[config.mk]
export PLATFORM = sky130hd
export DESIGN_NAME = pswallow_div
export DESIGN_NICKNAME = d
export VERILOG_FILES = /design/src/rtl/pswallow_pkg.sv /design/src/rtl/pswallow_split.sv /design/src/rtl/pswallow_presc.sv /design/src/rtl/pswallow_ctrs.sv /design/src/rtl/pswallow_div.sv
export SDC_FILE = /design/constraint.sdc
export NUM_CORES = 1
export LEC_CHECK = 0
export ABC_AREA = 1
export BUFFER_PORTS_ARGS = -buffer_cell sky130_fd_sc_hd__buf_2
export CAP_MARGIN = 20
export CORE_UTILIZATION = 40
export CTS_BUF_LIST = sky130_fd_sc_hd__clkbuf_16
export DETAILED_ROUTE_END_ITERATION = 6
export PLACE_DENSITY = 0.57
export REMOVE_ABC_BUFFERS = 1
export SLEW_MARGIN = 30
export SYNTH_ARGS = -nofsm -noshare
export SYNTH_HDL_FRONTEND = slang
export SYNTH_SLANG_ARGS = --single-unit
[constraint.sdc]
create_clock -name clk_i -period 4 [get_ports clk_i]
set_input_delay 0.6 -clock clk_i [delete_from_list [all_inputs] [get_ports clk_i]]
set_output_delay 0.6 -clock clk_i [all_outputs]
set_load 0.02 [all_outputs]
[src/rtl/pswallow_pkg.sv]
`timescale 1ns/1ps
package pswallow_pkg;
  localparam int unsigned DEF_P_LOG2      = 5;
  localparam int unsigned DEF_B_W         = 10;
  localparam int unsigned DEF_RESET_RATIO = 1024;

  // smallest ratio reachable without gaps: P*(P-1)
  function automatic int unsigned min_ratio(input int unsigned p_log2);
    return (32'd1 << p_log2) * ((32'd1 << p_log2) - 32'd1);
  endfunction
endpackage

[src/rtl/pswallow_split.sv]
`timescale 1ns/1ps
module pswallow_split
  import pswallow_pkg::*;
#(
  parameter int unsigned P_LOG2 = DEF_P_LOG2,
  parameter int unsigned B_W    = DEF_B_W,
  localparam int unsigned N_W   = B_W + P_LOG2
) (
  input  logic [N_W-1:0]    ratio_i,
  output logic [B_W-1:0]    main_o,
  output logic [P_LOG2-1:0] swal_o,
  output logic              legal_o
);
  localparam logic [N_W-1:0] MIN_N = N_W'(min_ratio(P_LOG2));

  logic below_min;
  logic swal_over;

  always_comb begin
    main_o    = ratio_i[N_W-1:P_LOG2];
    swal_o    = ratio_i[P_LOG2-1:0];
    below_min = ratio_i < MIN_N;
    swal_over = 32'(swal_o) > 32'(main_o);
    legal_o   = !below_min && !swal_over;
  end
endmodule

[src/rtl/pswallow_presc.sv]
`timescale 1ns/1ps
module pswallow_presc #(
  parameter int unsigned P_LOG2 = 5
) (
  input  logic clk_i,
  input  logic rst_ni,
  input  logic en_i,
  input  logic mod_hi_i,
  output logic wrap_o
);
  localparam int unsigned P  = 1 << P_LOG2;
  localparam int unsigned CW = P_LOG2 + 1;

  logic [CW-1:0] cnt_q;
  logic [CW-1:0] last_val;

  always_comb begin
    last_val = mod_hi_i ? CW'(P) : CW'(P - 1);
    wrap_o   = en_i && (cnt_q == last_val);
  end

  always_ff @(posedge clk_i or negedge rst_ni) begin
    if (!rst_ni)    cnt_q <= '0;
    else if (en_i)  cnt_q <= wrap_o ? '0 : cnt_q + 1'b1;
  end

  // modulus drops only when the count has just wrapped to zero
  assert_presc_range_R4: assert property (@(posedge clk_i) disable iff (!rst_ni)
    32'(cnt_q) < (mod_hi_i ? P + 1 : P));
endmodule

[src/rtl/pswallow_ctrs.sv]
`timescale 1ns/1ps
module pswallow_ctrs #(
  parameter int unsigned P_LOG2   = 5,
  parameter int unsigned B_W      = 10,
  parameter int unsigned RST_MAIN = 32,
  parameter int unsigned RST_SWAL = 0
) (
  input  logic              clk_i,
  input  logic              rst_ni,
  input  logic              step_i,
  input  logic              load_i,
  input  logic [B_W-1:0]    main_ld_i,
  input  logic [P_LOG2-1:0] swal_ld_i,
  output logic              swal_act_o,
  output logic              last_o
);
  logic [B_W-1:0]    main_q;
  logic [P_LOG2-1:0] swal_q;

  always_comb begin
    swal_act_o = swal_q != '0;
    last_o     = main_q == B_W'(1);
  end

  always_ff @(posedge clk_i or negedge rst_ni) begin
    if (!rst_ni) begin
      main_q <= B_W'(RST_MAIN);
      swal_q <= P_LOG2'(RST_SWAL);
    end else if (load_i) begin
      main_q <= main_ld_i;
      swal_q <= swal_ld_i;
    end else if (step_i) begin
      main_q <= main_q - 1'b1;
      if (swal_act_o) swal_q <= swal_q - 1'b1;
    end
  end

  assert_swal_le_main_R8: assert property (@(posedge clk_i) disable iff (!rst_ni)
    32'(swal_q) <= 32'(main_q));
  assert_main_nonzero_R2: assert property (@(posedge clk_i) disable iff (!rst_ni)
    main_q != '0);
endmodule

[src/rtl/pswallow_div.sv]
`timescale 1ns/1ps
module pswallow_div
  import pswallow_pkg::*;
#(
  parameter int unsigned P_LOG2      = DEF_P_LOG2,
  parameter int unsigned B_W         = DEF_B_W,
  parameter int unsigned RESET_RATIO = DEF_RESET_RATIO,
  localparam int unsigned N_W        = B_W + P_LOG2
) (
  input  logic           clk_i,
  input  logic           rst_ni,
  input  logic           en_i,
  input  logic [N_W-1:0] ratio_i,
  output logic           pulse_o,
  output logic           mod_sel_o,
  output logic           illegal_o
);
  localparam int unsigned     P        = 1 << P_LOG2;
  localparam int unsigned     RST_MAIN = RESET_RATIO >> P_LOG2;
  localparam int unsigned     RST_SWAL = RESET_RATIO % P;
  localparam logic [N_W-1:0]  MIN_N    = N_W'(min_ratio(P_LOG2));

  logic [B_W-1:0]    req_main, act_main_q, ld_main;
  logic [P_LOG2-1:0] req_swal, act_swal_q, ld_swal;
  logic              req_legal;
  logic              wrap, last, swal_act, boundary;
  logic              pulse_q, illegal_q;

  pswallow_split #(.P_LOG2(P_LOG2), .B_W(B_W)) u_split (
    .ratio_i (ratio_i),
    .main_o  (req_main),
    .swal_o  (req_swal),
    .legal_o (req_legal)
  );

  pswallow_presc #(.P_LOG2(P_LOG2)) u_presc (
    .clk_i    (clk_i),
    .rst_ni   (rst_ni),
    .en_i     (en_i),
    .mod_hi_i (swal_act),
    .wrap_o   (wrap)
  );

  always_comb begin
    boundary = wrap && last;
    ld_main  = req_legal ? req_main : act_main_q;
    ld_swal  = req_legal ? req_swal : act_swal_q;
  end

  pswallow_ctrs #(
    .P_LOG2   (P_LOG2),
    .B_W      (B_W),
    .RST_MAIN (RST_MAIN),
    .RST_SWAL (RST_SWAL)
  ) u_ctrs (
    .clk_i      (clk_i),
    .rst_ni     (rst_ni),
    .step_i     (wrap),
    .load_i     (boundary),
    .main_ld_i  (ld_main),
    .swal_ld_i  (ld_swal),
    .swal_act_o (swal_act),
    .last_o     (last)
  );

  always_ff @(posedge clk_i or negedge rst_ni) begin
    if (!rst_ni) begin
      act_main_q <= B_W'(RST_MAIN);
      act_swal_q <= P_LOG2'(RST_SWAL);
      pulse_q    <= 1'b0;
      illegal_q  <= 1'b0;
    end else begin
      pulse_q <= boundary;
      if (boundary) begin
        illegal_q <= !req_legal;
        if (req_legal) begin
          act_main_q <= req_main;
          act_swal_q <= req_swal;
        end
      end
    end
  end

  assign pulse_o   = pulse_q;
  assign illegal_o = illegal_q;
  assign mod_sel_o = swal_act;

  assert_pulse_single_R5: assert property (@(posedge clk_i) disable iff (!rst_ni)
    pulse_o |=> !pulse_o);
  assert_pulse_after_en_R3: assert property (@(posedge clk_i) disable iff (!rst_ni)
    pulse_o |-> $past(en_i));
  assert_flag_at_boundary_R9: assert property (@(posedge clk_i) disable iff (!rst_ni)
    !$stable(illegal_o) |-> pulse_o);
  assert_modsel_on_en_R4: assert property (@(posedge clk_i) disable iff (!rst_ni)
    $fell(mod_sel_o) |-> $past(en_i));
  assert_active_legal_R7: assert property (@(posedge clk_i) disable iff (!rst_ni)
    ({act_main_q, act_swal_q} >= MIN_N) && (32'(act_swal_q) <= 32'(act_main_q)));
endmodule

==> results.toml, run 1 <==
[floorplanning]
start_util = 0.4217
die_h_um = 78.89
dieArea_mm2 = 0.006224
num_io_pins = 21
core_mm2 = 0.005608
std_cell_rows = 27
die_w_um = 78.89

[sta]
fin_ws_ns = 1.926
hold_viol = 0
timing.fmax_mhz = 482.3
rsz0062_at_grt = "no"
setup_tns_ns = 0
worstMarginPinSlew_ns = 0.6253
min_period_over_period = 0.5184
setup_viol = 0
holdWs_ns = 0.2831
period_minus_slack_ns = 2.074
timing.final.max_slew_violations = 0
maxSlewHeadroom = 0.5819
finalClockSkew_ns = 0.001928

[run]
drv_cap = 0

[detailed_routing]
wl_met3_um = 160
dr.max_layer_used = "met4"
drcViolationCount = 0
wl_met2_mm = 2.090
first_pass_iters = 4
antenna_left = 0
viasPerCell = 4.759
vias = 1937
drt-total-wl_mm = 4.831
wirelength_met1_mm = 2.502
drtIter0Drc = 125
wl_per_cell_um = 11.87

[global_route]
grt_pass1_vias = 1865
gr-total-overflow = 0
grt.total_usage = 0.1768
antenna_found_initial = 0
grt_pass1_wl_mm = 8.514
grt_max_degree = 39

[power_and_ir_drop]
p_total_mw = 1.291
ir_worst_vdd_uv = 235.8
leakagePower_nw = 1.437
p_per_area_mw_per_mm2 = 484.9

[clocking]
cts_buffers = 5
cts_hold_buf = 0
post_cts_buffers = 0
cts_max_path_buffers = 2
post_cts_resized = 0
clkTransAtPathRegs_ns = 0.05
cts_tree = "built"
ctsHtreeMaxLevel = 2
root_buffer = "clkbuf_16"
clk_latency_ns = 0.28
cts.sinks = 38

[placement]
dp_hpwl_mm = 3.589
post-place-ws_ns = 1.683
port-buffer-count = 20
gp_congestion = 0.7577
placedCellCount = 400

[final_layout]
nets = 363
synthToLayoutAreaGrowth_pct = 12.54
n_antenna_cell = 0
finalNonFillerCells = 407
layout_common_cells = "nand2_1, inv_1, nand3_1"
final_common_cell = "nand2_1"
final_layout_size_suffix_gt1_frac = 0.1343

[synthesis]
ys_seq_area_frac = 0.4032
yosys_warnings = 0
post_synth.cell_area_avg_um2 = 7.460
ys_seq_elements = 38
synth_cells = 317
syn_area_mm2 = 0.002365
synth.distinct_cells = 27

[outcome]
status = "finished clean"

[hold_path]
hp-class = "in -> async"

[setup_path]
worstReg2RegStart = "u_ctrs.swal_q[0]"
path_class = "in -> reg"
arrival_ns = 2.27
r2r-end = "u_ctrs.swal_q[1]"
r2r_slack_ns = 2.00
critPathLaunchType = "primary input"
required_ns = 4.20
endpoint_kind = "register"
worst-path-max-fanout = 16
reg2reg_depth = 9
[flip-flops by register name, indices dropped and copies added (netlist names)]
| name | count |
|---|---|
| pulse_o | 1 |
| u_ctrs.main_q | 10 |
| u_ctrs.swal_q | 5 |
| act_main_q | 10 |
| u_presc.cnt_q | 6 |
| illegal_o | 1 |
| act_swal_q | 5 |
[cell usage after synthesis]
cell type,number,area share
a21oi_1,22,0.047
a21oi_2,1,0.0037
and3_1,1,0.0026
buf_2,5,0.011
buf_6,2,0.0095
clkbuf_1,2,0.0032
dfrtp_1,36,0.38
dfstp_2,2,0.022
ha_1,10,0.053
inv_1,52,0.083
inv_2,2,0.0032
inv_4,1,0.0026
nand2_1,58,0.092
nand2_2,5,0.013
nand3_1,45,0.095
nand3_2,1,0.0042
nand3_4,1,0.0074
nand4_1,1,0.0026
nor2_1,32,0.051
nor2_2,3,0.0079
nor2_8,1,0.0085
nor3_1,1,0.0021
nor3_4,1,0.0069
o211ai_2,1,0.0053
o21ai_0,20,0.042
xnor2_1,1,0.0037
xor2_1,10,0.037
[final cells by class]
| class | count | area (µm²) |
|---|---|---|
| multi-input combinational | 215 | 1147 |
| tap | 72 | 90.09 |
| clock inverter | 2 | 33.78 |
| fill | 575 | 2947 |
| sequential | 38 | 953.4 |
| timing repair buffer | 20 | 102.6 |
| clock buffer | 5 | 125.1 |
| inverter | 55 | 209.0 |
[metal layers]
metal | GRT usage | vias to the layer above
li1 | - | 1037
met1 | 0.2489 | 861
met2 | 0.2765 | 32
met3 | 0.02414 | 7
met4 | 0.06545 | 0
met5 | 0 | -
[report_power, final]
| group | leakage (nW) | internal [mW] | switching, mW |
|---|---|---|---|
| sequential | 0.434 | 0.454 | 0.0691 |
| combinational | 0.926 | 0.134 | 0.203 |
| clock | 0.0773 | 0.288 | 0.142 |
[cells by family after synthesis]
family	after synthesis	share of synthesized area
adders and majority gates	10	0.05291
xor gates and xnor gates	11	0.04074
AOI/OAI and AO/OA	44	0.09789
buffers and inverters	64	0.1116
and+or+nand+nor	150	0.2937
DFF	38	0.4032
[metrics by stage]
stage | util | cell area (µm²)
floorplan | - | 2310
global placement | 0.4458 | 2500
detailed placement | 0.4458 | 2500
CTS | 0.4741 | 2659
global route | 0.4746 | 2661
finish | 0.4746 | 2661
[critical path, stage by stage]
cell and delay [ns]:
buf_2 0.09, inv_1 0.06, ha_1 0.29, nand2_1 0.06, nor2_1 0.12, nand2_1 0.06
nand2_1 0.05, inv_1 0.05, nand2_2 0.22, nand2_2 0.26, nand2_1 0.13, nand3_1 0.12
a21oi_1 0.17
[how the worst max path moves through the flow]
| stage | start | to | cells past startpoint |
|---|---|---|---|
| after floorplan | ratio_i[8] | u_ctrs.swal_q[3] | 12 |
| after global placement | ratio_i[8] | u_ctrs.main_q[2] | 13 |
| after detailed placement | ratio_i[9] | u_ctrs.main_q[2] | 13 |
| after CTS | ratio_i[9] | u_ctrs.main_q[1] | 13 |
| after global routing | ratio_i[9] | u_ctrs.main_q[8] | 13 |
| final | ratio_i[9] | u_ctrs.main_q[2] | 13 |
(Power assumes the default switching activity.)
==> inputs of run 2 (changes only) <==
- clock period: 4 -> 2 ns (I/O delays scaled with it)
==> run 2 against run 1 <==
Cell count is 2.0% higher. Sequential share of layout area shrank 0.43 points. Clock-buffer cell count unchanged. Combinational power increased by 100%. Die area stayed put. Clock skew is 0.0018 ns higher. Power increased by 92%. Sequential cell count unchanged. Setup slack lost 1.7 ns. Critical path type is now reg -> reg.
==> results.toml, run 2 (synthesis results as in run 1) <==
[detailed_routing]
drcViolationCount = 0
drtIter0Drc = 100
vias = 1993
antenna_left = 0
viasPerCell = 4.802
drt-total-wl_mm = 5.064
first_pass_iters = 4
wl_per_cell_um = 12.20

[run]
drv_cap = 0

[placement]
place_area_mm2 = 0.002545
port-buffer-count = 20
dp_hpwl_mm = 3.658
gp_congestion = 0.7607

[sta]
maxSlewHeadroom = 0.6692
rsz0062_at_grt = "no"
hold_viol = 0
min_period_over_period = 0.8965
timing.final.max_slew_violations = 0
worstMarginPinSlew_ns = 0.4962
setup_viol = 0
timing.fmax_mhz = 557.7
finalClockSkew_ns = 0.003753
setup_tns_ns = 0
period_minus_slack_ns = 1.793

[setup_path]
r2r_slack_ns = 0.21
critPathLaunchType = "register"
critPathMaxStageDelay_ns = 0.38
path_cells = "inv_1 -> ha_1 -> nand3_2 -> nand2_1 -> nand3_4 -> nor2_8 -> nand3_1 -> a21oi_1"
endpoint_kind = "register"
r2r-end = "u_ctrs.main_q[8]"
worstReg2RegStart = "u_ctrs.swal_q[0]"
reg2reg_depth = 8
worst-path-max-fanout = 16
path_class = "reg -> reg"
arrival_ns = 2.00
required_ns = 2.20
crit_slowest_cell = "dfrtp_1"
crit_start = "u_ctrs.swal_q[0]"

[final_layout]
synthToLayoutAreaGrowth_pct = 13.92
final_layout_size_suffix_gt1_frac = 0.1516
layout_common_cells = "nand2_1, inv_1, nand3_1"
final_common_cell = "nand2_1"
n_antenna_cell = 0
stdcell_area_mm2 = 0.002694
fin_util = 0.4804
nets = 370
num-fill-cells = 593
largestRegisters = "act_main_q x10, u_ctrs.main_q x10, u_presc.cnt_q x6"

[clocking]
cts.sinks = 38
post_cts_buffers = 0
ctsHtreeMaxLevel = 2
clk_latency_ns = 0.28
cts_buffers = 5
cts_tree = "built"
clkTransAtPathRegs_ns = 0.06
cts_max_path_buffers = 2
post_cts_resized = 0
root_buffer = "clkbuf_16"
cts_hold_buf = 0

[global_route]
antenna_found_initial = 0
grt_max_degree = 39
gr-total-overflow = 0
grt_pass1_vias = 1956
grt_pass1_wl_mm = 8.783
grt.total_usage = 0.1823

[hold_path]
hp-class = "in -> async"

[floorplanning]
num_io_pins = 21
std_cell_rows = 27
core_mm2 = 0.005608
start_util = 0.4217
dieArea_mm2 = 0.006224
die_h_um = 78.89
die_w_um = 78.89

[power_and_ir_drop]
leakagePower_nw = 1.460
p_total_mw = 2.476
p_per_area_mw_per_mm2 = 919.2
ir_worst_vdd_uv = 339.3

[outcome]
status = "finished clean"
-- run 2: cell count changes in the layout (fill, tap and decap cells not counted) --
cell       before  now
buf_4           1    6
buf_2          19   20
bufinv_16       1    0
clkinv_2        0    1
inv_1          52   53
nor2_4          0    1
-- run 2: routing by layer --
layer / share of wire / up-vias / GRT usage
met4: 0.012 / 0 / 0.07455
met1: 0.52 / 905 / 0.2484
li1: - / 1053 / -
met5: 0 / - / 0
met3: 0.024 / 4 / 0.03563
met2: 0.44 / 31 / 0.2835
-- run 2: layout make-up --
cell class                      count  area (µm²)  share of cell area
Inverter                           55       209.0             0.07757
Sequential cell                    38       953.4              0.3539
Multi-Input combinational cell    216        1159              0.4301
Timing Repair Buffer               26       145.1             0.05388
Tap cell                           72       90.09             0.03344
Clock inverter                      3       12.51            0.004645
Clock buffer                        5       125.1             0.04645
-- run 2: through the flow --
step	setup slack (ns)	hold slack, ns	instances
floorplan	0.2553	0.004409	308
global placement	0.1432	0.3855	406
detailed placement	0.08486	0.3860	406
CTS	0.1177	0.08905	414
global route	0.04779	0.1225	415
finish	0.2069	0.07172	415
-- run 2: worst max-delay path by stage --
stage / endpoint / cells past startpoint / slack [ns]
2_1_floorplan: u_ctrs.main_q[5] / 10 / 0.26
5_1_grt: u_ctrs.main_q[8] / 8 / 0.05
3_3_place_gp: u_ctrs.main_q[8] / 13 / 0.14
3_5_place_dp: u_ctrs.main_q[8] / 13 / 0.08
6_report: u_ctrs.main_q[8] / 8 / 0.21
4_1_cts: u_ctrs.main_q[8] / 8 / 0.12
-- run 2: worst max-delay path, delay by kind of cell (launching register included) --
kind	cells	cell delay (ns)
AO/OA/AOI/OAI	1	0.16
flip-flops	1	0.38
buffers and inverters	1	0.11
adder cells (fa/ha/maj)	1	0.18
AND/OR/NAND/NOR	5	0.90
-- run 2: power breakdown --
group	internal, mW	switching [mW]
logic	0.275	0.413
registers	0.907	0.142
clock network	0.450	0.289
==> inputs of run 3 (changes only) <==
- ABC_AREA: 1 -> default
- PLACE_DENSITY: 0.57 -> 0.58
- SLEW_MARGIN: 30 -> 10
==> run 3 against run 2 <==
The run now ends with negative setup slack left. Core utilization rose by 15 points. Final area grew 22%. Cell count is 8.2% lower. Critical path type unchanged.
==> results.toml, run 3 <==
[global_route]
grt_max_degree = 39
grt.total_usage = 0.2273
gr-total-overflow = 0
antenna_found_initial = 0
grt_pass1_wl_mm = 10.23
grt_pass1_vias = 2053

[setup_path]
critPathLaunchType = "register"
reg2reg_depth = 9
crit_slowest_cell = "or4b_4"
worstReg2RegStart = "u_ctrs.swal_q[0]"
critPathMaxStageDelay_ns = 0.50
path_delay_family = "simple AND/OR/NAND/NOR gates"
path_cells = "inv_2 -> ha_4 -> or4b_4 -> nor4_4 -> buf_4 -> o21ai_4 -> clkinv_4 -> nand2_4 -> o221a_2"
endpoint_kind = "register"
worst-path-max-fanout = 9
path_buf_inv = 3
r2r_slack_ns = -0.24
crit_start = "u_ctrs.swal_q[0]"
arrival_ns = 2.40
r2r-end = "u_ctrs.main_q[3]"
path_class = "reg -> reg"
required_ns = 2.17

[power_and_ir_drop]
ir_worst_vdd_uv = 426.0
leakagePower_nw = 1.555
p_total_mw = 2.604
p_per_area_mw_per_mm2 = 791.3

[detailed_routing]
vias = 2093
first_pass_iters = 4
wl_per_cell_um = 16.36
drcViolationCount = 0
drtIter0Drc = 133
antenna_left = 0
drt-total-wl_mm = 6.233
viasPerCell = 5.493

[clocking]
clk_latency_ns = 0.28
cts_hold_buf = 0
root_buffer = "clkbuf_16"
ctsHtreeMaxLevel = 2
cts_buffers = 5
clkTransAtPathRegs_ns = 0.06
cts.sinks = 38
cts_max_path_buffers = 2
cts_tree = "built"

[placement]
port-buffer-count = 20
placedCellCount = 365
gp_congestion = 0.8169
dp_hpwl_mm = 4.186
place_area_mm2 = 0.002845

[sta]
period_minus_slack_ns = 2.235
rsz0062_at_grt = "yes"
hold_viol = 0
maxSlewHeadroom = 0.5788
setup_tns_ns = -5.835
fin_ws_ns = -0.2351
min_period_over_period = 1.118
timing.final.max_slew_violations = 0
worstMarginPinSlew_ns = 0.6317
timing.fmax_mhz = 447.4
setup_viol = 34
finalClockSkew_ns = 0.005116

[synthesis]
synth_top_cell_by_area = "dfrtp_1"
synth_area_leaders = "dfrtp_1, ha_1, mux2_2, o21ai_0, nor2_1"
post_synth.cell_area_avg_um2 = 10.10
ys_seq_elements = 38
synth_edf_count = 0
ys.flop_type = "dfrtp_1"
syn_area_mm2 = 0.002211
yosys.area.top_type_share = 0.4075
synth_cells = 219
synth.distinct_cells = 53
synth_common_cells = "dfrtp_1, nor2_1, nand2_1, o21ai_0, inv_1"
async_flop_share = 1.000
yosysMostFrequentCell = "dfrtp_1"
yosys_warnings = 0
ys_seq_area_frac = 0.4312

[final_layout]
area.sequential_um2 = 953.4
fin_util = 0.6322
final_layout_size_suffix_gt1_frac = 0.4823
final_common_cell = "buf_4"
finalNonFillerCells = 381
num-fill-cells = 429
n_antenna_cell = 0
multi_input_area_mm2 = 0.001395
largestRegisters = "act_main_q x10, u_ctrs.main_q x10, u_presc.cnt_q x6"
layout_common_cells = "buf_4, dfrtp_1, buf_2"
nets = 338
synthToLayoutAreaGrowth_pct = 48.84
stdcell_area_mm2 = 0.003291

[hold_path]
hp-class = "in -> async"

[floorplanning]
std_cell_rows = 26
num_io_pins = 21
start_util = 0.4248
die_h_um = 76.35
die_w_um = 76.35
dieArea_mm2 = 0.005829
core_mm2 = 0.005205

[outcome]
violations = "negative setup slack"
status = "finished, violations left"

[run]
drv_cap = 0
-- run 3: cell count changes after synthesis, moves of 8 or more --
cell and delta:
a21oi_1 -12, inv_1 -41, mux2_2 +9, nand2_1 -45, nand3_1 -41, nor2_1 -17, xor2_1 -8
-- run 3: metrics by stage --
step           hold slack [ns]  setup slack [ns]
6_report               0.06890           -0.2351
4_1_cts                 0.1027           -0.2294
2_1_floorplan         0.004409           -0.5737
3_5_place_dp            0.3937           -0.3730
3_3_place_gp            0.3915           -0.3034
5_1_grt                 0.1239           -0.3161
-- run 3: cell type report --
class,count,share of cell area
Clock buffer,5,0.03802
Clock inverter,3,0.003802
Inverter,12,0.01521
Multi-Input combinational cell,161,0.4240
Sequential cell,38,0.2897
Tap cell,70,0.02662
Timing Repair Buffer,92,0.2027
-- run 3: where the power goes --
group | internal [mW] | total, mW | switching [mW]
registers | 0.874 | 0.958 | 0.0837
clock network | 0.451 | 0.760 | 0.310
logic | 0.461 | 0.886 | 0.425
-- run 3: repair_timing --
action                                  CTS  global route
gates resized for setup                  33            29
buffers inserted                          4             4
cloned                                    1             1
endpoints found under the setup margin   36            36
pin swaps                                 4             4
-- run 3: kinds of logic (layout without fill, tap and decap cells) --
family          count (synthesis)  in the layout  share of synthesized area
compound gates                 63             63                     0.2060
xor+xnor                        4              4                    0.01585
fa+ha+maj                      10             10                    0.05659
buf+inv                        22            112                    0.04358
flops                          38             38                     0.4312
mux                            15             15                    0.07527
simple gates                   67             69                     0.1715
-- run 3: worst register-to-register path, delay by kind of cell, from the launching register on --
family / cells / cell delay [ns]
adder cells (fa/ha/maj): 1 / 0.12
flip-flops: 1 / 0.38
AND/OR/NAND/NOR: 3 / 0.84
buffers and inverters: 3 / 0.40
AO/OA/AOI/OAI: 2 / 0.38
-- run 3: per-layer routing --
layer	routed length [µm]	track usage	up-vias
met3	225	0.03234	8
li1	-	-	1009
met2	3003	0.3649	52
met5	0	0	-
met1	2912	0.3130	1024
met4	91	0.07885	0
-- run 3: worst max-delay path by stage --
stage                            end  slack (ns)  cells after the start
global route        u_ctrs.swal_q[2]       -0.32                      9
CTS                    act_main_q[8]       -0.23                      9
finish              u_ctrs.main_q[3]       -0.24                      9
floorplan              act_main_q[0]       -0.57                      8
detailed placement  u_ctrs.main_q[7]       -0.37                      9
global placement    u_ctrs.main_q[0]       -0.30                      9
